File: src/rtl/opcu_pkg.sv
package opcu_pkg;

    typedef enum logic [2:0] {
        ST_IDLE,
        ST_READ,
        ST_EXEC,
        ST_WAIT,
        ST_WRITE
    } seq_st_e;

    typedef struct packed {
        logic inv_a;
        logic zero_a;
        logic imm_vld;
    } op_ctl_t;

    // Decide whether a read port must be requested for this operation
    function automatic logic port_needed(input op_ctl_t ctl, input logic masked, input int idx);
        logic need;
        need = !masked;
        if (idx == 0 && ctl.zero_a)  need = 1'b0;
        if (idx == 1 && ctl.imm_vld) need = 1'b0;
        return need;
    endfunction

endpackage

File: src/rtl/opcu_rd_port.sv
module opcu_rd_port #(
    parameter int DATA_W = 16
) (
    input  logic              clk,
    input  logic              rst,
    input  logic              arm_i,
    input  logic              need_i,
    input  logic              go_i,
    input  logic [DATA_W-1:0] src_i,
    output logic              rel_o,
    output logic              take_o,
    output logic [DATA_W-1:0] val_o
);
    logic              rel_q;
    logic [DATA_W-1:0] opnd_q;

    always_ff @(posedge clk) begin
        if (rst) begin
            rel_q  <= 1'b0;
            opnd_q <= '0;
        end else if (arm_i) begin
            rel_q  <= need_i;
            opnd_q <= '0;
        end else if (rel_q && go_i) begin
            rel_q  <= 1'b0;
            opnd_q <= src_i;
        end
    end

    assign take_o = rel_q && go_i;
    assign rel_o  = rel_q;
    assign val_o  = take_o ? src_i : opnd_q;
endmodule

File: src/rtl/opcu_opnd_fmt.sv
module opcu_opnd_fmt
    import opcu_pkg::*;
#(
    parameter int DATA_W = 16,
    parameter int NUM_RD = 3
) (
    input  op_ctl_t                   ctl_i,
    input  logic [DATA_W-1:0]         imm_i,
    input  logic [NUM_RD*DATA_W-1:0]  raw_i,
    output logic [NUM_RD*DATA_W-1:0]  opnd_o
);
    for (genvar p = 0; p < NUM_RD; p++) begin : g_fmt
        if (p == 0) begin : g_a
            logic [DATA_W-1:0] a_base;
            assign a_base = ctl_i.zero_a ? '0 : raw_i[0 +: DATA_W];
            assign opnd_o[0 +: DATA_W] = ctl_i.inv_a ? ~a_base : a_base;
        end else if (p == 1) begin : g_b
            assign opnd_o[DATA_W +: DATA_W] = ctl_i.imm_vld ? imm_i : raw_i[DATA_W +: DATA_W];
        end else begin : g_pass
            assign opnd_o[p*DATA_W +: DATA_W] = raw_i[p*DATA_W +: DATA_W];
        end
    end
endmodule

File: src/rtl/opcu_seq.sv
module opcu_seq
    import opcu_pkg::*;
#(
    parameter int NUM_RD = 3
) (
    input  logic              clk,
    input  logic              rst,
    input  logic              issue_i,
    input  logic [NUM_RD-1:0] rel_i,
    input  logic [NUM_RD-1:0] take_i,
    input  logic              eu_vld_i,
    input  logic              wr_go_i,
    output logic              accept_o,
    output logic              eu_go_o,
    output logic              cap_o,
    output logic              wr_rel_o,
    output logic              busy_o
);
    seq_st_e st_q, st_d;

    always_comb begin
        st_d = st_q;
        unique case (st_q)
            ST_IDLE:  if (issue_i) st_d = ST_READ;
            ST_READ:  if ((rel_i & ~take_i) == '0) st_d = ST_EXEC;
            ST_EXEC:  st_d = eu_vld_i ? ST_WRITE : ST_WAIT;
            ST_WAIT:  if (eu_vld_i) st_d = ST_WRITE;
            ST_WRITE: if (wr_go_i) st_d = ST_IDLE;
            default:  st_d = ST_IDLE;
        endcase
    end

    always_ff @(posedge clk) begin
        if (rst) st_q <= ST_IDLE;
        else     st_q <= st_d;
    end

    assign accept_o = (st_q == ST_IDLE) && issue_i;
    assign eu_go_o  = (st_q == ST_EXEC);
    assign cap_o    = ((st_q == ST_EXEC) || (st_q == ST_WAIT)) && eu_vld_i;
    assign wr_rel_o = (st_q == ST_WRITE);
    assign busy_o   = (st_q != ST_IDLE);
endmodule

File: src/rtl/opcu_ctrl.sv
module opcu_ctrl
    import opcu_pkg::*;
#(
    parameter int DATA_W = 16,
    parameter int OPC_W  = 4,
    parameter int NUM_RD = 3
) (
    input  logic                      clk,
    input  logic                      rst,
    input  logic                      issue_i,
    input  logic [OPC_W-1:0]          opc_i,
    input  logic                      inv_a_i,
    input  logic                      zero_a_i,
    input  logic [DATA_W-1:0]         imm_i,
    input  logic                      imm_vld_i,
    input  logic [NUM_RD-1:0]         rd_mask_i,
    output logic                      busy_o,
    output logic [NUM_RD-1:0]         rd_rel_o,
    input  logic [NUM_RD-1:0]         rd_go_i,
    input  logic [NUM_RD*DATA_W-1:0]  src_i,
    output logic                      eu_go_o,
    output logic [OPC_W-1:0]          eu_opc_o,
    output logic [NUM_RD*DATA_W-1:0]  eu_opnd_o,
    input  logic                      eu_vld_i,
    input  logic [DATA_W-1:0]         eu_res_i,
    output logic                      wr_rel_o,
    input  logic                      wr_go_i,
    output logic [DATA_W-1:0]         data_o
);
    localparam int OPND_W = NUM_RD * DATA_W;

    logic                accept;
    logic                cap;
    logic [NUM_RD-1:0]   take;
    logic [NUM_RD-1:0]   need;
    logic [OPND_W-1:0]   raw_val;
    op_ctl_t             ctl_in, ctl_q;
    logic [OPC_W-1:0]    opc_q;
    logic [DATA_W-1:0]   imm_q;
    logic [DATA_W-1:0]   res_q;

    assign ctl_in = '{inv_a: inv_a_i, zero_a: zero_a_i, imm_vld: imm_vld_i};

    always_ff @(posedge clk) begin
        if (rst) begin
            ctl_q <= '0;
            opc_q <= '0;
            imm_q <= '0;
        end else if (accept) begin
            ctl_q <= ctl_in;
            opc_q <= opc_i;
            imm_q <= imm_i;
        end
    end

    always_ff @(posedge clk) begin
        if (rst)      res_q <= '0;
        else if (cap) res_q <= eu_res_i;
    end

    for (genvar p = 0; p < NUM_RD; p++) begin : g_port
        assign need[p] = port_needed(ctl_in, rd_mask_i[p], p);

        opcu_rd_port #(.DATA_W(DATA_W)) u_port (
            .clk    (clk),
            .rst    (rst),
            .arm_i  (accept),
            .need_i (need[p]),
            .go_i   (rd_go_i[p]),
            .src_i  (src_i[p*DATA_W +: DATA_W]),
            .rel_o  (rd_rel_o[p]),
            .take_o (take[p]),
            .val_o  (raw_val[p*DATA_W +: DATA_W])
        );
    end

    opcu_opnd_fmt #(.DATA_W(DATA_W), .NUM_RD(NUM_RD)) u_fmt (
        .ctl_i  (ctl_q),
        .imm_i  (imm_q),
        .raw_i  (raw_val),
        .opnd_o (eu_opnd_o)
    );

    opcu_seq #(.NUM_RD(NUM_RD)) u_seq (
        .clk      (clk),
        .rst      (rst),
        .issue_i  (issue_i),
        .rel_i    (rd_rel_o),
        .take_i   (take),
        .eu_vld_i (eu_vld_i),
        .wr_go_i  (wr_go_i),
        .accept_o (accept),
        .eu_go_o  (eu_go_o),
        .cap_o    (cap),
        .wr_rel_o (wr_rel_o),
        .busy_o   (busy_o)
    );

    assign eu_opc_o = opc_q;
    assign data_o   = res_q;
endmodule

File: config.mk
export PLATFORM = sky130hd
export DESIGN_NAME = opcu_ctrl
export DESIGN_NICKNAME = d
export VERILOG_FILES = /design/src/rtl/opcu_pkg.sv /design/src/rtl/opcu_rd_port.sv /design/src/rtl/opcu_opnd_fmt.sv /design/src/rtl/opcu_seq.sv /design/src/rtl/opcu_ctrl.sv
export SDC_FILE = /design/constraint.sdc
export NUM_CORES = 1
export LEC_CHECK = 0
export CAP_MARGIN = 20
export CORE_MARGIN = 4
export CORE_UTILIZATION = 57
export CTS_CLUSTER_DIAMETER = 100
export DETAILED_ROUTE_END_ITERATION = 16
export DONT_BUFFER_PORTS = 1
export GPL_TIMING_DRIVEN = 0
export PLACE_DENSITY = 0.75
export SYNTH_ARGS = -nofsm -noshare
export SYNTH_HDL_FRONTEND = slang
export SYNTH_HIERARCHICAL = 1
export SYNTH_SLANG_ARGS = --single-unit
File: constraint.sdc
create_clock -name clk -period 1.6 [get_ports clk]
set_input_delay 0.32 -clock clk [delete_from_list [all_inputs] [get_ports clk]]
set_output_delay 0.32 -clock clk [all_outputs]
set_load 0.02 [all_outputs]
# Word-level counts from Yosys, hierarchy flattened
# Index checks and enable logic that the tools add are counted.
[word_totals]
word_cells = 61
output_inout_bits = 74
in_bits = 98
regBits = 93
[classes]
muxes = 20
eq_ne = 8
n_bitwise = 3
n_reduce_logical = 17
[ops]
columns = ["operator", "count"]
rows = [
  ["2-to-1 mux 16 bit", 6],
  ["NOT 16 bit", 1],
  ["2-to-1 mux 3 bit", 5],
  ["one-hot mux 3 bit (5 select lines)", 1],
  ["2-to-1 mux 1 bit", 8],
  ["equality test 3 x 2 -> 1 bit, second input constant", 2],
  ["logical NOT 3 bit", 2],
  ["nonzero test 2 bit", 3],
  ["logical AND 1 bit", 5],
  ["!= test 2 x 1 -> 1 bit, second input constant", 2],
  ["!= test 2 bit, second input constant", 2],
  ["AND reduction 4 bit", 1],
  ["bitwise AND 3 bit", 1],
  ["equality test 3 x 1 -> 1 bit, second input constant", 1],
  ["equality test 3 bit, second input constant", 1],
  ["logical NOT 1 bit", 3],
  ["NOT 3 bit", 1],
  ["nonzero test 3 bit", 1],
  ["OR reduction 2 bit", 1],
  ["logical OR 1 bit", 1],
]

# Depth between registers and ports, before layout
# Gate-level depths: netlist (run 1).
[depth]
depth_word = 6
depth_mapped = 8
mapped_depth_nobuf = 6

# Hierarchy
# Netlist (run 1), hierarchy kept.
[modules_own_cells]
columns = ["module", "area_per_inst_um2", "cells_each", "seq_area_each_um2", "n_inst"]
rows = [
  ["opcu_rd_port", 858.3, 97, 340.3, 3],
  ["opcu_ctrl", 1428.9, 129, 780.7, 1],
  ["opcu_opnd_fmt", 629.4, 69, 0.0, 1],
  ["opcu_seq", 192.7, 26, 60.1, 1],
]

# Worst setup path before layout (run 1)
# OpenSTA, ideal clock, no wires.
[synth_timing]
path_type = "reg2reg"
start = "register u_seq.st_q[2]"
end = "register opc_q[1] (netlist: eu_opc_o[1])"
setup_time_ns = 0.128
period_less_slack_ns = 1.849
n_path_buf = 2
path_stages_with_launch = 7
slack_ns = -0.249
t_required_ns = 1.472
t_arrival_ns = 1.721
cell_sequence = "dfxtp_1 > or3_1 > nor2_1 > buf_6 > buf_12 > mux2i_1 > nor2_1"
[synth_via]
elab_chain_cells = 2
[synth_lines]
columns = ["element", "line_no", "source"]
rows = [
  ["from (decl)", "opcu_seq.sv:19", "seq_st_e st_q, st_d;"],
  ["from (signal assigned)", "opcu_seq.sv:35", "else st_q <= st_d;"],
  ["logical NOT 3 bit", "opcu_seq.sv:38", "assign accept_o = (st_q == ST_IDLE) && issue_i;"],
  ["logical AND 1 bit", "opcu_seq.sv:38", ""],
  ["net accept", "opcu_ctrl.sv:32", "logic accept;"],
  ["to (signal assigned)", "opcu_ctrl.sv:51", "opc_q <= opc_i;"],
  ["to (decl)", "opcu_ctrl.sv:38", "logic [OPC_W-1:0] opc_q;"],
]
# The timed path passes the listed nets, and every way through them passes these cells.
# A chain may end at the register's enable or synchronous reset.

# Worst setup path in the final report (run 1)
[layout_timing]
start = "register g_port[0].u_port.rel_q"
end = "output port eu_opnd_o[3]"
[layout_via]
elab_chain_cells = 5
[layout_lines]
columns = ["element", "line_no", "source"]
rows = [
  ["from (decl)", "opcu_rd_port.sv:14", "logic rel_q;"],
  ["from (signal assigned)", "opcu_rd_port.sv:22", "rel_q <= need_i;"],
  ["logical AND 1 bit *", "opcu_rd_port.sv:30", "assign take_o = rel_q && go_i;"],
  ["2-to-1 mux 16 bit *", "opcu_rd_port.sv:32", "assign val_o = take_o ? src_i : opnd_q;"],
  ["net raw_val[3]", "opcu_ctrl.sv:36", "logic [OPND_W-1:0] raw_val;"],
  ["2-to-1 mux 16 bit *", "opcu_opnd_fmt.sv:15", "assign a_base = ctl_i.zero_a ? '0 : raw_i[0 +: DATA_W];"],
  ["NOT 16 bit", "opcu_opnd_fmt.sv:16", "assign opnd_o[0 +: DATA_W] = ctl_i.inv_a ? ~a_base : a_base;"],
  ["2-to-1 mux 16 bit *", "opcu_opnd_fmt.sv:16", ""],
  ["to (decl)", "opcu_ctrl.sv:23", "output logic [NUM_RD*DATA_W-1:0] eu_opnd_o,"],
]
# The timed path passes the listed nets; every way through them passes the cells marked *.

==> impl_results.html, run 1 <==
<table>
<tr><th>Metric</th><th>Value</th></tr>
<tr><th colspan="2">Critical path</th></tr>
<tr><td>Slowest cell on crit path</td><td>dfxtp_4</td></tr>
<tr><td>Kind of launch point of the worst setup path</td><td>flip-flop</td></tr>
<tr><td>Critical setup path kind</td><td>flip-flop to output pin</td></tr>
<tr><td>WP buf/inv</td><td>2</td></tr>
<tr><td>WP data required</td><td>1.28 ns</td></tr>
<tr><td>End of the critical path</td><td>eu_opnd_o[3]</td></tr>
<tr><td>Cell family with most CP delay</td><td>flip-flops</td></tr>
<tr><td>Capturing element type of the critical path</td><td>output pin</td></tr>
<tr><td>CP Cell Sequence</td><td>buf_8 -&gt; buf_6 -&gt; a21bo_2 -&gt; nand2_1 -&gt; nand2b_1 -&gt; xnor2_2</td></tr>
<tr><td>Max FO, Critical Path</td><td>7</td></tr>
<tr><td>CP max stage delay</td><td>0.39 ns</td></tr>
<tr><td>Endpoint of the lowest-slack register-to-register path</td><td>g_port[0].u_port/opnd_q[11]$_SDFF_PP0_</td></tr>
<tr><td>Register-to-register path setup slack</td><td>-0.11 ns</td></tr>
<tr><td>Worst setup startpoint</td><td>g_port[0].u_port/rel_o$_SDFFE_PP0P_</td></tr>
<tr><td>CP arrival</td><td>around 1.8 ns</td></tr>
<tr><td>Number of gates on the worst path with buffers counted</td><td>6</td></tr>
<tr><td>Launch point of the worst reg-to-reg path</td><td>u_seq/st_q[2]$_SDFFE_PP0P_</td></tr>
<tr><td>Reg2reg path depth</td><td>8</td></tr>
<tr><th colspan="2">STA</th></tr>
<tr><td>Minimum hold slack</td><td>~0.027 ns</td></tr>
<tr><td>Number of setup violations in the final report</td><td>about 110</td></tr>
<tr><td>Worst Clk Skew</td><td>0.0126 ns</td></tr>
<tr><td>Fmax</td><td>478 MHz</td></tr>
<tr><td>Worst max-slew margin expressed relative to the limit</td><td>61.8%</td></tr>
<tr><td>Final Hold Vio Count</td><td>0</td></tr>
<tr><td>Count of final max-slew check failures</td><td>0</td></tr>
<tr><td>Final setup margin</td><td>-0.493 ns</td></tr>
<tr><td>Unrepaired setup endpoints after global routing</td><td>true</td></tr>
<tr><td>Ratio of final minimum period to clock period</td><td>131%</td></tr>
<tr><td>Slew of the pin with the lowest slew margin</td><td>between 0.5 and 0.6 ns</td></tr>
<tr><td>Minimum clock period</td><td>between 2 and 2.5 ns</td></tr>
<tr><th colspan="2">Synthesis</th></tr>
<tr><td>Net count after synthesis</td><td>just over 600</td></tr>
<tr><td>Average cell area after synthesis</td><td>roughly 9.4 µm²</td></tr>
<tr><td>Share of the synthesized area in the top cell type</td><td>between 30% and 40%</td></tr>
<tr><td>Post-synthesis cell type count</td><td>27</td></tr>
<tr><td>Share of flip-flops with an asynchronous set or reset</td><td>0%</td></tr>
<tr><td>Post-Syn Area</td><td>about 4800 µm²</td></tr>
<tr><td>Count of state elements after synthesis</td><td>slightly above 90</td></tr>
<tr><td>Cell type contributing the most total cell area after synthesis</td><td>dfxtp_1</td></tr>
<tr><td>Most used standard cells in the synthesized netlist</td><td>dfxtp_1, nand2_1, a21bo_2, nand3_1, nor2_1</td></tr>
<tr><td>Prevailing post-synth register cell</td><td>dfxtp_1</td></tr>
<tr><td>Post-synth EDFFs</td><td>0</td></tr>
<tr><td>Top cells by area in the synthesized netlist</td><td>dfxtp_1, a21bo_2, mux2i_1</td></tr>
<tr><td>Post-Syn Instances</td><td>around 520</td></tr>
<tr><td>Number of warning messages in the yosys log</td><td>6</td></tr>
<tr><td>Sequential-to-total area share from yosys stat</td><td>38.6%</td></tr>
<tr><td>Top-count cell post-synth</td><td>dfxtp_1</td></tr>
<tr><th colspan="2">Floorplan</th></tr>
<tr><td>Die Y-Extent</td><td>100 µm</td></tr>
<tr><td>I/O pin total</td><td>around 170</td></tr>
<tr><td>Starting Density</td><td>~60%</td></tr>
<tr><td>Die footprint</td><td>about 10000 µm²</td></tr>
<tr><td>Total core area</td><td>around 8000 µm²</td></tr>
<tr><td>Horiz. Die Dim</td><td>around 100 µm</td></tr>
<tr><td>Number of placement rows</td><td>33</td></tr>
<tr><th colspan="2">Place</th></tr>
<tr><td>Estimated wirelength of the detail-placed design</td><td>8030 µm</td></tr>
<tr><td>Setup slack at placement</td><td>-0.198 ns</td></tr>
<tr><td>Total placed instance area</td><td>5080 µm²</td></tr>
<tr><td>Input/output buffers</td><td>0</td></tr>
<tr><td>Gp weighted congestion</td><td>0.842</td></tr>
<tr><th colspan="2">Cells and area</th></tr>
<tr><td>Final nets</td><td>667</td></tr>
<tr><td>Ratio of cells with drive above 1 in the final layout</td><td>59.8%</td></tr>
<tr><td>Area used by multi-input combinational logic</td><td>approximately 3500 µm²</td></tr>
<tr><td>Filler instances</td><td>a little under 400</td></tr>
<tr><td>Growth of design area from synthesis to finish</td><td>44.3%</td></tr>
<tr><td>Final Instance Area</td><td>~7000 µm²</td></tr>
<tr><td>Number of inserted diodes</td><td>0</td></tr>
<tr><td>Register area</td><td>1880 µm²</td></tr>
<tr><th colspan="2">Run</th></tr>
<tr><td>Max-cap violations</td><td>0</td></tr>
<tr><th colspan="2">Route</th></tr>
<tr><td>Number of vias per cell</td><td>slightly below 6</td></tr>
<tr><td>Final wirelength</td><td>roughly 15000 µm</td></tr>
<tr><td>Remaining antenna violation count</td><td>0</td></tr>
<tr><td>Via count</td><td>3963</td></tr>
<tr><td>DR pass1 iterations</td><td>4</td></tr>
<tr><td>DRC violations left</td><td>0</td></tr>
<tr><td>Iteration-0 DRC count of the detailed router</td><td>between 100 and 150</td></tr>
<tr><td>Post-detailed-route wirelength per cell</td><td>22.0 µm</td></tr>
<tr><th colspan="2">Clocking</th></tr>
<tr><td>TritonCTS clock tree</td><td>built</td></tr>
<tr><td>CTS max path bufs</td><td>2</td></tr>
<tr><td>Insertion delay of the later-clocked pin in the worst-skew pair</td><td>0.36 ns</td></tr>
<tr><td>CTS clk-pin slew, worst paths</td><td>~0.09 ns</td></tr>
<tr><td># clock sinks</td><td>93</td></tr>
<tr><td>Cts bufs inserted</td><td>9</td></tr>
<tr><td>Root buffer cell</td><td>clkbuf_8</td></tr>
<tr><td>Htree depth</td><td>3</td></tr>
<tr><th colspan="2">Global route</th></tr>
<tr><td>Largest net degree at the start of global routing</td><td>19</td></tr>
<tr><td>Global-route usage over all layers</td><td>25.2%</td></tr>
<tr><td>Leftover overflow at the end of global routing</td><td>0</td></tr>
<tr><td>Vias in the first global route</td><td>roughly 3900</td></tr>
<tr><td>Antenna violations before repair</td><td>0</td></tr>
<tr><td>First-pass GRT wire length</td><td>roughly 20000 µm</td></tr>
<tr><th colspan="2">Status</th></tr>
<tr><td>Run status</td><td>complete, but fails checks</td></tr>
<tr><td>Violated checks</td><td>setup timing</td></tr>
<tr><th colspan="2">Worst hold path</th></tr>
<tr><td>Tightest Hold Check Type</td><td>primary input to flip-flop</td></tr>
<tr><th colspan="2">Power</th></tr>
<tr><td>Pwr Density</td><td>between 800 and 900 nW/µm²</td></tr>
<tr><td>Worst vdd ir</td><td>between 0.5 and 0.6 mV</td></tr>
<tr><td>Static leakage power</td><td>approximately 0.0028 µW</td></tr>
</table>
-- stage by stage --
| step | TNS [ns] | util (%) | cells | power, µW |
|---|---|---|---|---|
| floorplan | 0 | - | 515 | 3470 |
| global placement | -8.31 | 61.9 | 620 | 3610 |
| detailed placement | -9.17 | 61.9 | 620 | 3640 |
| CTS | -14.42 | 76.0 | 664 | 5510 |
| global route | -22.39 | 84.7 | 679 | 5950 |
| finish | -16.26 | 84.7 | 679 | 5710 |
-- cell type report --
cell class	instances	area share (%)
plain buffers	57	9.92
clock buffers	9	1.78
clock inverters	7	0.970
inverters	8	0.431
multi-input cells	354	50.1
flip-flops and latches	93	27.1
well taps	105	1.89
repair buffers	46	7.82
-- how the worst min path moves through the flow --
| stage | end | cells after the start | startpoint |
|---|---|---|---|
| after floorplan | g_port[0].u_port/rel_o$_SDFFE_PP0P_ | 1 | rst |
| after global routing | u_seq/st_q[2]$_SDFFE_PP0P_ | 1 | rst |
| after detailed placement | g_port[0].u_port/rel_o$_SDFFE_PP0P_ | 1 | rst |
| final | u_seq/st_q[2]$_SDFFE_PP0P_ | 1 | rst |
| after global placement | g_port[0].u_port/rel_o$_SDFFE_PP0P_ | 1 | rst |
| after CTS | g_port[0].u_port/rel_o$_SDFFE_PP0P_ | 1 | rst |
-- routing by layer --
metal | vias to the layer above | GRT usage, % | part of all wire [%]
met1 | 1940 | 30.2 | 38
met2 | 161 | 44.4 | 53
li1 | 1839 | - | -
met5 | - | 0 | 0
met3 | 23 | 6.88 | 7.1
met4 | 0 | 7.15 | 1.8
-- cell families after synthesis --
logic type,count (synthesis),synth area share (%)
buffers and inverters,68,11.7
AOI/OAI and AO/OA,104,17.2
xor gates and xnor gates,16,2.90
DFF,93,38.6
muxes,56,12.8
and+or+nand+nor,178,16.8
-- registers in the layout (all words and copies together) (netlist names) --
name	count
ctl_q	3
g_port.u_port/opnd_q	48
g_port.u_port/rel_o	3
eu_opc_o	4
imm_q	16
data_o	16
u_seq/st_q	3
-- layout by cell type, fill, tap and decap left out, types with 16 or more instances in the layout --
cell type  netlist  final
dfxtp_1         93     87
nand2_2          0     36
nand3_2          0     28
buf_4           18     22
a21oi_2         15     45
buf_6           21     45
nand3_1         48     18
mux2i_1         39     39
a21bo_4          0     41
mux2_4          10     16
nor2_1          47     44
-- power by group --
| group | internal (µW) | switching, µW | total, µW |
|---|---|---|---|
| logic | 818 | 825 | 1640 |
| registers | 2420 | 113 | 2530 |
| clock network | 606 | 923 | 1530 |
-- what timing repair did --
| item | in CTS | in global routing |
|---|---|---|
| cloned | 10 | 1 |
| hold buffers | 1 | 1 |
| resized for setup | 162 | 124 |
| setup buffers | 20 | 16 |
| pin swaps | 48 | 55 |
| endpoints found under the setup margin | 105 | 123 |
| hold endpoints to repair | 3 | 1 |
Power figures use the tool's default switching activity.
==> inputs of run 2 (changes only) <==
- BUFFER_PORTS_ARGS: unset -> -buffer_cell sky130_fd_sc_hd__buf_2
- CORE_UTILIZATION: 57 -> 45
- DONT_BUFFER_PORTS: 1 -> unset
- PLACE_DENSITY: 0.75 -> 0.76
==> impl_results.html, run 2 (synthesized netlist as in run 1, its figures left out) <==
<table>
<tr><th>Metric</th><th>Value</th></tr>
<tr><th colspan="2">Status</th></tr>
<tr><td>Run status</td><td>complete, but fails checks</td></tr>
<tr><td>Violated checks</td><td>setup timing</td></tr>
<tr><th colspan="2">Critical path</th></tr>
<tr><td>Endpoint of the lowest-slack register-to-register path</td><td>imm_q[1]$_SDFFE_PP0P_</td></tr>
<tr><td>Critical setup path kind</td><td>flip-flop to output pin</td></tr>
<tr><td>WP buf/inv</td><td>2</td></tr>
<tr><td>Capturing element type of the critical path</td><td>output pin</td></tr>
<tr><td>Kind of launch point of the worst setup path</td><td>flip-flop</td></tr>
<tr><td>CP max stage delay</td><td>~0.39 ns</td></tr>
<tr><td>Cell family with most CP delay</td><td>flip-flops</td></tr>
<tr><td>Reg2reg path depth</td><td>6</td></tr>
<tr><td>WP data required</td><td>~1.3 ns</td></tr>
<tr><td>CP arrival</td><td>around 1.6 ns</td></tr>
<tr><td>CP Cell Sequence</td><td>buf_8 -&gt; a21bo_2 -&gt; nand2_1 -&gt; nand2b_1 -&gt; xnor2_2 -&gt; buf_4</td></tr>
<tr><td>Slowest cell on crit path</td><td>dfxtp_4</td></tr>
<tr><td>Launch point of the worst reg-to-reg path</td><td>u_seq/st_q[2]$_SDFFE_PP0P_</td></tr>
<tr><td>Max FO, Critical Path</td><td>6</td></tr>
<tr><td>Register-to-register path setup slack</td><td>-0.04 ns</td></tr>
<tr><th colspan="2">Place</th></tr>
<tr><td>Estimated wirelength of the detail-placed design</td><td>a little over 9000 µm</td></tr>
<tr><td>Total placed instance area</td><td>5960 µm²</td></tr>
<tr><td>Setup slack at placement</td><td>-0.212 ns</td></tr>
<tr><td>Gp weighted congestion</td><td>0.753</td></tr>
<tr><td>Input/output buffers</td><td>about 170</td></tr>
<tr><th colspan="2">Route</th></tr>
<tr><td>DRC violations left</td><td>0</td></tr>
<tr><td>Final wirelength</td><td>around 14000 µm</td></tr>
<tr><td>Via count</td><td>about 4400</td></tr>
<tr><td>Post-detailed-route wirelength per cell</td><td>around 17 µm</td></tr>
<tr><td>Number of vias per cell</td><td>just over 5</td></tr>
<tr><td>DR pass1 iterations</td><td>4</td></tr>
<tr><td>Remaining antenna violation count</td><td>0</td></tr>
<tr><td>Iteration-0 DRC count of the detailed router</td><td>~220</td></tr>
<tr><th colspan="2">Cells and area</th></tr>
<tr><td>Final Instance Area</td><td>between 7000 and 8000 µm²</td></tr>
<tr><td>Number of inserted diodes</td><td>0</td></tr>
<tr><td>End-of-flow core utilization</td><td>a little over two thirds</td></tr>
<tr><td>Filler instances</td><td>790</td></tr>
<tr><td>Register with the most flip-flops</td><td>g_port.u_port/opnd_q</td></tr>
<tr><td>Ratio of cells with drive above 1 in the final layout</td><td>between 50% and 60%</td></tr>
<tr><td>Max reg flops</td><td>48</td></tr>
<tr><td>Growth of design area from synthesis to finish</td><td>50.9%</td></tr>
<tr><td>Most common library cell in the layout ignoring fill and taps</td><td>buf_2</td></tr>
<tr><td>Final nets</td><td>820</td></tr>
<tr><td>Commonest cells after routing, fill and taps aside</td><td>buf_2, dfxtp_1, buf_6, buf_4, nor2_1</td></tr>
<tr><th colspan="2">Global route</th></tr>
<tr><td>Largest net degree at the start of global routing</td><td>17</td></tr>
<tr><td>Antenna violations before repair</td><td>0</td></tr>
<tr><td>Leftover overflow at the end of global routing</td><td>0</td></tr>
<tr><td>First-pass GRT wire length</td><td>between 20000 and 25000 µm</td></tr>
<tr><td>Vias in the first global route</td><td>4509</td></tr>
<tr><td>Global-route usage over all layers</td><td>between 20% and 30%</td></tr>
<tr><th colspan="2">Floorplan</th></tr>
<tr><td>I/O pin total</td><td>172</td></tr>
<tr><td>Die footprint</td><td>12400 µm²</td></tr>
<tr><td>Number of placement rows</td><td>37</td></tr>
<tr><td>Die Y-Extent</td><td>~110 µm</td></tr>
<tr><td>Horiz. Die Dim</td><td>between 100 and 150 µm</td></tr>
<tr><td>Starting Density</td><td>between 40% and 50%</td></tr>
<tr><td>Total core area</td><td>10400 µm²</td></tr>
<tr><th colspan="2">STA</th></tr>
<tr><td>Ratio of final minimum period to clock period</td><td>119%</td></tr>
<tr><td>Minimum clock period</td><td>between 1.5 and 2 ns</td></tr>
<tr><td>Final setup margin</td><td>-0.309 ns</td></tr>
<tr><td>Number of setup violations in the final report</td><td>48</td></tr>
<tr><td>Count of final max-slew check failures</td><td>0</td></tr>
<tr><td>Unrepaired setup endpoints after global routing</td><td>true</td></tr>
<tr><td>Worst max-slew margin expressed relative to the limit</td><td>around 68%</td></tr>
<tr><td>Slew of the pin with the lowest slew margin</td><td>0.484 ns</td></tr>
<tr><td>Fmax</td><td>524 MHz</td></tr>
<tr><td>Worst Clk Skew</td><td>approximately 0.013 ns</td></tr>
<tr><td>Final Hold Vio Count</td><td>0</td></tr>
<tr><th colspan="2">Worst hold path</th></tr>
<tr><td>Worst hold path endpoint</td><td>imm_q[6]$_SDFFE_PP0P_</td></tr>
<tr><td>Worst hold start</td><td>imm_i[6]</td></tr>
<tr><td>Hold Path Cell Cnt</td><td>3</td></tr>
<tr><td>Tightest Hold Check Type</td><td>primary input to flip-flop</td></tr>
<tr><th colspan="2">Power</th></tr>
<tr><td>Combinational cell fraction of total power</td><td>30.6%</td></tr>
<tr><td>Worst vdd ir</td><td>around 0.5 mV</td></tr>
<tr><td>Static leakage power</td><td>~0.0034 µW</td></tr>
<tr><td>Pwr Density</td><td>a little under 800 nW/µm²</td></tr>
<tr><td>Switching part of the total</td><td>a little under a third</td></tr>
<tr><td>Net switching power of the design</td><td>between 1500 and 2000 µW</td></tr>
<tr><td>Proportion of power drawn by flip-flops and latches</td><td>around 44%</td></tr>
<tr><td>Clock Power Share</td><td>between 20% and 30%</td></tr>
<tr><td>Internal power component</td><td>3910 µW</td></tr>
<tr><th colspan="2">Clocking</th></tr>
<tr><td>Htree depth</td><td>3</td></tr>
<tr><td>CTS max path bufs</td><td>2</td></tr>
<tr><td>Root buffer cell</td><td>clkbuf_8</td></tr>
<tr><td>CTS clk-pin slew, worst paths</td><td>~0.10 ns</td></tr>
<tr><td>Cts hold-fix bufs</td><td>0</td></tr>
<tr><td>TritonCTS clock tree</td><td>built</td></tr>
<tr><td>Cts bufs inserted</td><td>9</td></tr>
<tr><td>Insertion delay of the later-clocked pin in the worst-skew pair</td><td>~0.36 ns</td></tr>
<tr><td># clock sinks</td><td>93</td></tr>
<tr><th colspan="2">Run</th></tr>
<tr><td>Max-cap violations</td><td>0</td></tr>
</table>
-- run 2: layout make-up --
type / instances / area [µm²] / share of cell area, %
inverters: 8 / 30.0 / 0.412
well taps: 136 / 170 / 2.34
clock buffers: 10 / 138 / 1.89
repair buffers: 218 / 1620 / 22.3
plain buffers: 38 / 422 / 5.79
flip-flops and latches: 93 / 1880 / 25.8
multi-input cells: 354 / 2980 / 40.9
clock inverters: 5 / 37.5 / 0.515
-- run 2: routing by layer --
metal  track usage (%)  vias up  part of all wire, %
met2              37.0      136                   51
met4              7.46        0                  2.4
met5                 0        -                    0
li1                  -     2138                    -
met1              24.0     2121                   41
met3              4.18       30                  4.9
-- run 2: per-stage QoR --
stage	instances	hold slack, ns	total power [µW]	setup TNS, ns
finish	862	0.195	5660	-9.01
global route	862	0.182	5920	-12.74
CTS	847	0.179	5550	-9.44
detailed placement	819	0.484	3870	-3.93
global placement	819	0.467	3830	-2.26
floorplan	515	0.382	3470	0
-- run 2: power groups by stage --
stage                     Combinational (µW)  Sequential (µW)  Clock, µW
final                                   1730             2490       1430
after global routing                    1830             2510       1580
after CTS                               1570             2490       1480
after detailed placement                1330             2540          0
after global placement                  1300             2530          0
after floorplan                          912             2560          0
-- run 2: worst reg2reg max path, stage by stage (launching register included) --
cell and delay (ns):
dfxtp_4 0.37, or3_4 0.39, nor2_4 0.16, buf_8 0.18, buf_12 0.13, mux2i_4 0.22, nor2_1 0.07
-- run 2: how the worst max path moves through the flow --
stage | from | end | slack, ns | cells past startpoint
6_report | g_port[0].u_port/rel_o$_SDFFE_PP0P_ | eu_opnd_o[11] | -0.31 | 6
5_1_grt | g_port[0].u_port/rel_o$_SDFFE_PP0P_ | eu_opnd_o[11] | -0.41 | 6
4_1_cts | g_port[0].u_port/rel_o$_SDFFE_PP0P_ | eu_opnd_o[15] | -0.31 | 6
3_5_place_dp | u_seq/st_q[2]$_SDFFE_PP0P_ | imm_q[1]$_SDFFE_PP0P_ | -0.21 | 6
3_3_place_gp | u_seq/st_q[2]$_SDFFE_PP0P_ | imm_q[1]$_SDFFE_PP0P_ | -0.10 | 6
2_1_floorplan | g_port[0].u_port/rel_o$_SDFFE_PP0P_ | eu_opnd_o[15] | 0.006 | 6
-- run 2: timing repair --
action	CTS	global route
endpoints found under the hold margin	0	0
cloned	6	4
buffers inserted	28	12
setup endpoints to repair	101	92
pin swaps	35	34
resized for setup	181	58
==> inputs of run 3 (changes only) <==
--- a/config.mk
+++ b/config.mk
@@ -13,5 +13,5 @@
 export DETAILED_ROUTE_END_ITERATION = 16
 export GPL_TIMING_DRIVEN = 0
-export PLACE_DENSITY = 0.76
+export PLACE_DENSITY = 0.8
 export SYNTH_ARGS = -nofsm -noshare
 export SYNTH_HDL_FRONTEND = slang
==> constraint.sdc (replaced) <==
create_clock -name clk -period 1.6 [get_ports clk]
set_input_delay 0.08 -clock clk [delete_from_list [all_inputs] [get_ports clk]]
set_output_delay 0.08 -clock clk [all_outputs]
set_load 0.02 [all_outputs]
==> impl_results.html, run 3 (synthesized netlist as in run 1, its figures left out) <==
<table>
<tr><th>Metric</th><th>Value</th></tr>
<tr><th colspan="2">Status</th></tr>
<tr><td>Run status</td><td>complete, but fails checks</td></tr>
<tr><td>Violated checks</td><td>setup timing</td></tr>
<tr><th colspan="2">Floorplan</th></tr>
<tr><td>Die footprint</td><td>12400 µm²</td></tr>
<tr><td>I/O pin total</td><td>approximately 170</td></tr>
<tr><td>Total core area</td><td>between 10000 and 15000 µm²</td></tr>
<tr><td>Starting Density</td><td>a little under half</td></tr>
<tr><td>Horiz. Die Dim</td><td>112 µm</td></tr>
<tr><td>Number of placement rows</td><td>37</td></tr>
<tr><td>Die Y-Extent</td><td>between 100 and 150 µm</td></tr>
<tr><th colspan="2">Critical path</th></tr>
<tr><td>Capturing element type of the critical path</td><td>flip-flop</td></tr>
<tr><td>Slowest cell on crit path</td><td>or3_4</td></tr>
<tr><td>CP max stage delay</td><td>0.38 ns</td></tr>
<tr><td>Reg2reg path depth</td><td>6</td></tr>
<tr><td>Max FO, Critical Path</td><td>7</td></tr>
<tr><td>WP data required</td><td>roughly 1.9 ns</td></tr>
<tr><td>CP Cell Sequence</td><td>or3_4 -&gt; nor2_4 -&gt; buf_8 -&gt; buf_6 -&gt; mux2i_1 -&gt; nor2_1</td></tr>
<tr><td>Kind of launch point of the worst setup path</td><td>flip-flop</td></tr>
<tr><td>CP arrival</td><td>between 1.5 and 2 ns</td></tr>
<tr><td>Critical setup path kind</td><td>flip-flop to flip-flop</td></tr>
<tr><th colspan="2">STA</th></tr>
<tr><td>Minimum clock period</td><td>around 1.7 ns</td></tr>
<tr><td>Final Hold Vio Count</td><td>0</td></tr>
<tr><td>Ratio of final minimum period to clock period</td><td>106%</td></tr>
<tr><td>Slew of the pin with the lowest slew margin</td><td>approximately 0.45 ns</td></tr>
<tr><td>Worst Clk Skew</td><td>approximately 0.020 ns</td></tr>
<tr><td>Final setup margin</td><td>-0.0914 ns</td></tr>
<tr><td>Unrepaired setup endpoints after global routing</td><td>true</td></tr>
<tr><td>Count of final max-slew check failures</td><td>0</td></tr>
<tr><td>Number of setup violations in the final report</td><td>48</td></tr>
<tr><td>Fmax</td><td>around 590 MHz</td></tr>
<tr><td>Worst max-slew margin expressed relative to the limit</td><td>between 60% and 70%</td></tr>
<tr><th colspan="2">Cells and area</th></tr>
<tr><td>Filler instances</td><td>between 600 and 700</td></tr>
<tr><td>Final nets</td><td>between 800 and 900</td></tr>
<tr><td>Max reg flops</td><td>48</td></tr>
<tr><td>Register with the most flip-flops</td><td>g_port.u_port/opnd_q</td></tr>
<tr><td>Growth of design area from synthesis to finish</td><td>58.6%</td></tr>
<tr><td>Commonest cells after routing, fill and taps aside</td><td>buf_2, dfxtp_1, dlygate4sd3_1, buf_4, nor2_1</td></tr>
<tr><td>Final Instance Area</td><td>between 7000 and 8000 µm²</td></tr>
<tr><td>Count of placed standard cells in the final layout, fillers left out</td><td>between 900 and 1000</td></tr>
<tr><td>Number of inserted diodes</td><td>0</td></tr>
<tr><td>Most common library cell in the layout ignoring fill and taps</td><td>buf_2</td></tr>
<tr><td>Ratio of cells with drive above 1 in the final layout</td><td>roughly 51%</td></tr>
<tr><th colspan="2">Clocking</th></tr>
<tr><td>Htree depth</td><td>3</td></tr>
<tr><td>Cts bufs inserted</td><td>9</td></tr>
<tr><td>Insertion delay of the later-clocked pin in the worst-skew pair</td><td>approximately 0.37 ns</td></tr>
<tr><td>Root buffer cell</td><td>clkbuf_8</td></tr>
<tr><td># clock sinks</td><td>between 90 and 100</td></tr>
<tr><td>CTS max path bufs</td><td>2</td></tr>
<tr><td>CTS clk-pin slew, worst paths</td><td>roughly 0.10 ns</td></tr>
<tr><td>TritonCTS clock tree</td><td>built</td></tr>
<tr><th colspan="2">Power</th></tr>
<tr><td>Internal power component</td><td>4260 µW</td></tr>
<tr><td>Pwr Density</td><td>between 700 and 800 nW/µm²</td></tr>
<tr><td>Clock Power Share</td><td>28.9%</td></tr>
<tr><td>Combinational cell fraction of total power</td><td>between 20 and 30%</td></tr>
<tr><td>Proportion of power drawn by flip-flops and latches</td><td>about 41%</td></tr>
<tr><td>Switching part of the total</td><td>between 30 and 40%</td></tr>
<tr><td>Static leakage power</td><td>0.00358 µW</td></tr>
<tr><td>Worst vdd ir</td><td>about 0.6 mV</td></tr>
<tr><td>Net switching power of the design</td><td>roughly 1800 µW</td></tr>
<tr><th colspan="2">Route</th></tr>
<tr><td>Via count</td><td>4871</td></tr>
<tr><td>DRC violations left</td><td>0</td></tr>
<tr><td>Iteration-0 DRC count of the detailed router</td><td>between 300 and 400</td></tr>
<tr><td>Remaining antenna violation count</td><td>0</td></tr>
<tr><td>Final wirelength</td><td>around 17000 µm</td></tr>
<tr><td>Number of vias per cell</td><td>5.28</td></tr>
<tr><td>DR pass1 iterations</td><td>5</td></tr>
<tr><td>Post-detailed-route wirelength per cell</td><td>roughly 18 µm</td></tr>
<tr><th colspan="2">Place</th></tr>
<tr><td>Estimated wirelength of the detail-placed design</td><td>9190 µm</td></tr>
<tr><td>Gp weighted congestion</td><td>between 0.7 and 0.8</td></tr>
<tr><td>Dpl cells</td><td>819</td></tr>
<tr><td>Input/output buffers</td><td>between 150 and 200</td></tr>
<tr><td>Total placed instance area</td><td>between 5000 and 6000 µm²</td></tr>
<tr><th colspan="2">Global route</th></tr>
<tr><td>Leftover overflow at the end of global routing</td><td>0</td></tr>
<tr><td>Largest net degree at the start of global routing</td><td>17</td></tr>
<tr><td>Antenna violations before repair</td><td>0</td></tr>
<tr><td>Vias in the first global route</td><td>about 5000</td></tr>
<tr><td>First-pass GRT wire length</td><td>about 24000 µm</td></tr>
<tr><td>Global-route usage over all layers</td><td>a little under a quarter</td></tr>
<tr><th colspan="2">Worst hold path</th></tr>
<tr><td>Hold Path Cell Cnt</td><td>3</td></tr>
<tr><td>Tightest Hold Check Type</td><td>primary input to flip-flop</td></tr>
<tr><th colspan="2">Run</th></tr>
<tr><td>Max-cap violations</td><td>0</td></tr>
</table>
[run 3: cell types whose count changed in the layout (fill, tap and decap cells not counted), moves of 13 or more]
cell / change
dlygate4sd3_1: +64
buf_4: +13
a21bo_2: +15
nand2_1: +13
nand2_2: -14
buf_6: -30
a21bo_4: -15
[run 3: cell type report]
cell class / instances / area, µm² / share of cell area [%]
flip-flops and latches: 93 / 1880 / 24.6
plain buffers: 55 / 564 / 7.37
repair buffers: 261 / 1990 / 26.0
clock inverters: 7 / 98.8 / 1.29
well taps: 136 / 170 / 2.22
clock buffers: 9 / 124 / 1.62
multi-input cells: 354 / 2800 / 36.5
inverters: 8 / 30.0 / 0.392
[run 3: path summary, 6_finish.rpt]
path	startpoint	end	slack (ns)
setup / recovery	u_seq/st_q[2]$_SDFFE_PP0P_	imm_q[14]$_SDFFE_PP0P_	-0.09
hold / removal	src_i[14]	g_port[0].u_port/opnd_q[14]$_SDFF_PP0_	0.01
setup reg to reg	u_seq/st_q[2]$_SDFFE_PP0P_	imm_q[14]$_SDFFE_PP0P_	-0.09
hold reg to reg	eu_opc_o[3]$_SDFFE_PP0P_	eu_opc_o[3]$_SDFFE_PP0P_	0.50
[run 3: power groups by stage]
| stage | sequential [µW] | clock [µW] | combinational, µW |
|---|---|---|---|
| after floorplan | 2560 | 0 | 871 |
| after global placement | 2530 | 0 | 1260 |
| after detailed placement | 2540 | 0 | 1290 |
| after CTS | 2490 | 1790 | 1510 |
| after global routing | 2530 | 1910 | 1920 |
| final | 2510 | 1770 | 1820 |
[run 3: per-layer routing]
| metal | part of all wire [%] | global-route usage (%) | wire length [µm] | up-vias |
|---|---|---|---|---|
| met5 | 0 | 0 | 0 | - |
| met4 | 4.0 | 11.2 | 689 | 0 |
| met3 | 6.5 | 4.57 | 1110 | 62 |
| met2 | 52 | 43.5 | 8920 | 252 |
| met1 | 37 | 26.7 | 6310 | 2304 |
| li1 | - | - | - | 2253 |
[run 3: critical path: cells and delay by family (launching register included)]
kind	cells	cell delay (ns)
simple gates	3	0.65
flops	1	0.37
buf+inv	2	0.32
mux	1	0.24
[run 3: repair_timing]
| action | in CTS | in global routing |
|---|---|---|
| resized for setup | 101 | 82 |
| endpoints found under the setup margin | 100 | 117 |
| hold buffers | 61 | 3 |
| hold endpoints to repair | 60 | 3 |
| pin swaps | 20 | 21 |
| gates cloned | 4 | 5 |
| setup buffers | 11 | 10 |
[run 3: stage by stage]
stage          power (µW)  utilization, %  setup TNS [ns]  setup WS [ns]  hold slack, ns
6_report             6100            73.8           -2.24        -0.0914          0.0130
3_3_place_gp         3790            56.4           -2.29         -0.120           0.313
4_1_cts              5790            68.5           -1.18        -0.0724         0.00171
3_5_place_dp         3820            56.4           -3.22         -0.147           0.321
2_1_floorplan        3430               -               0         0.0228           0.149
5_1_grt              6360            73.8           -5.91         -0.201         0.00952
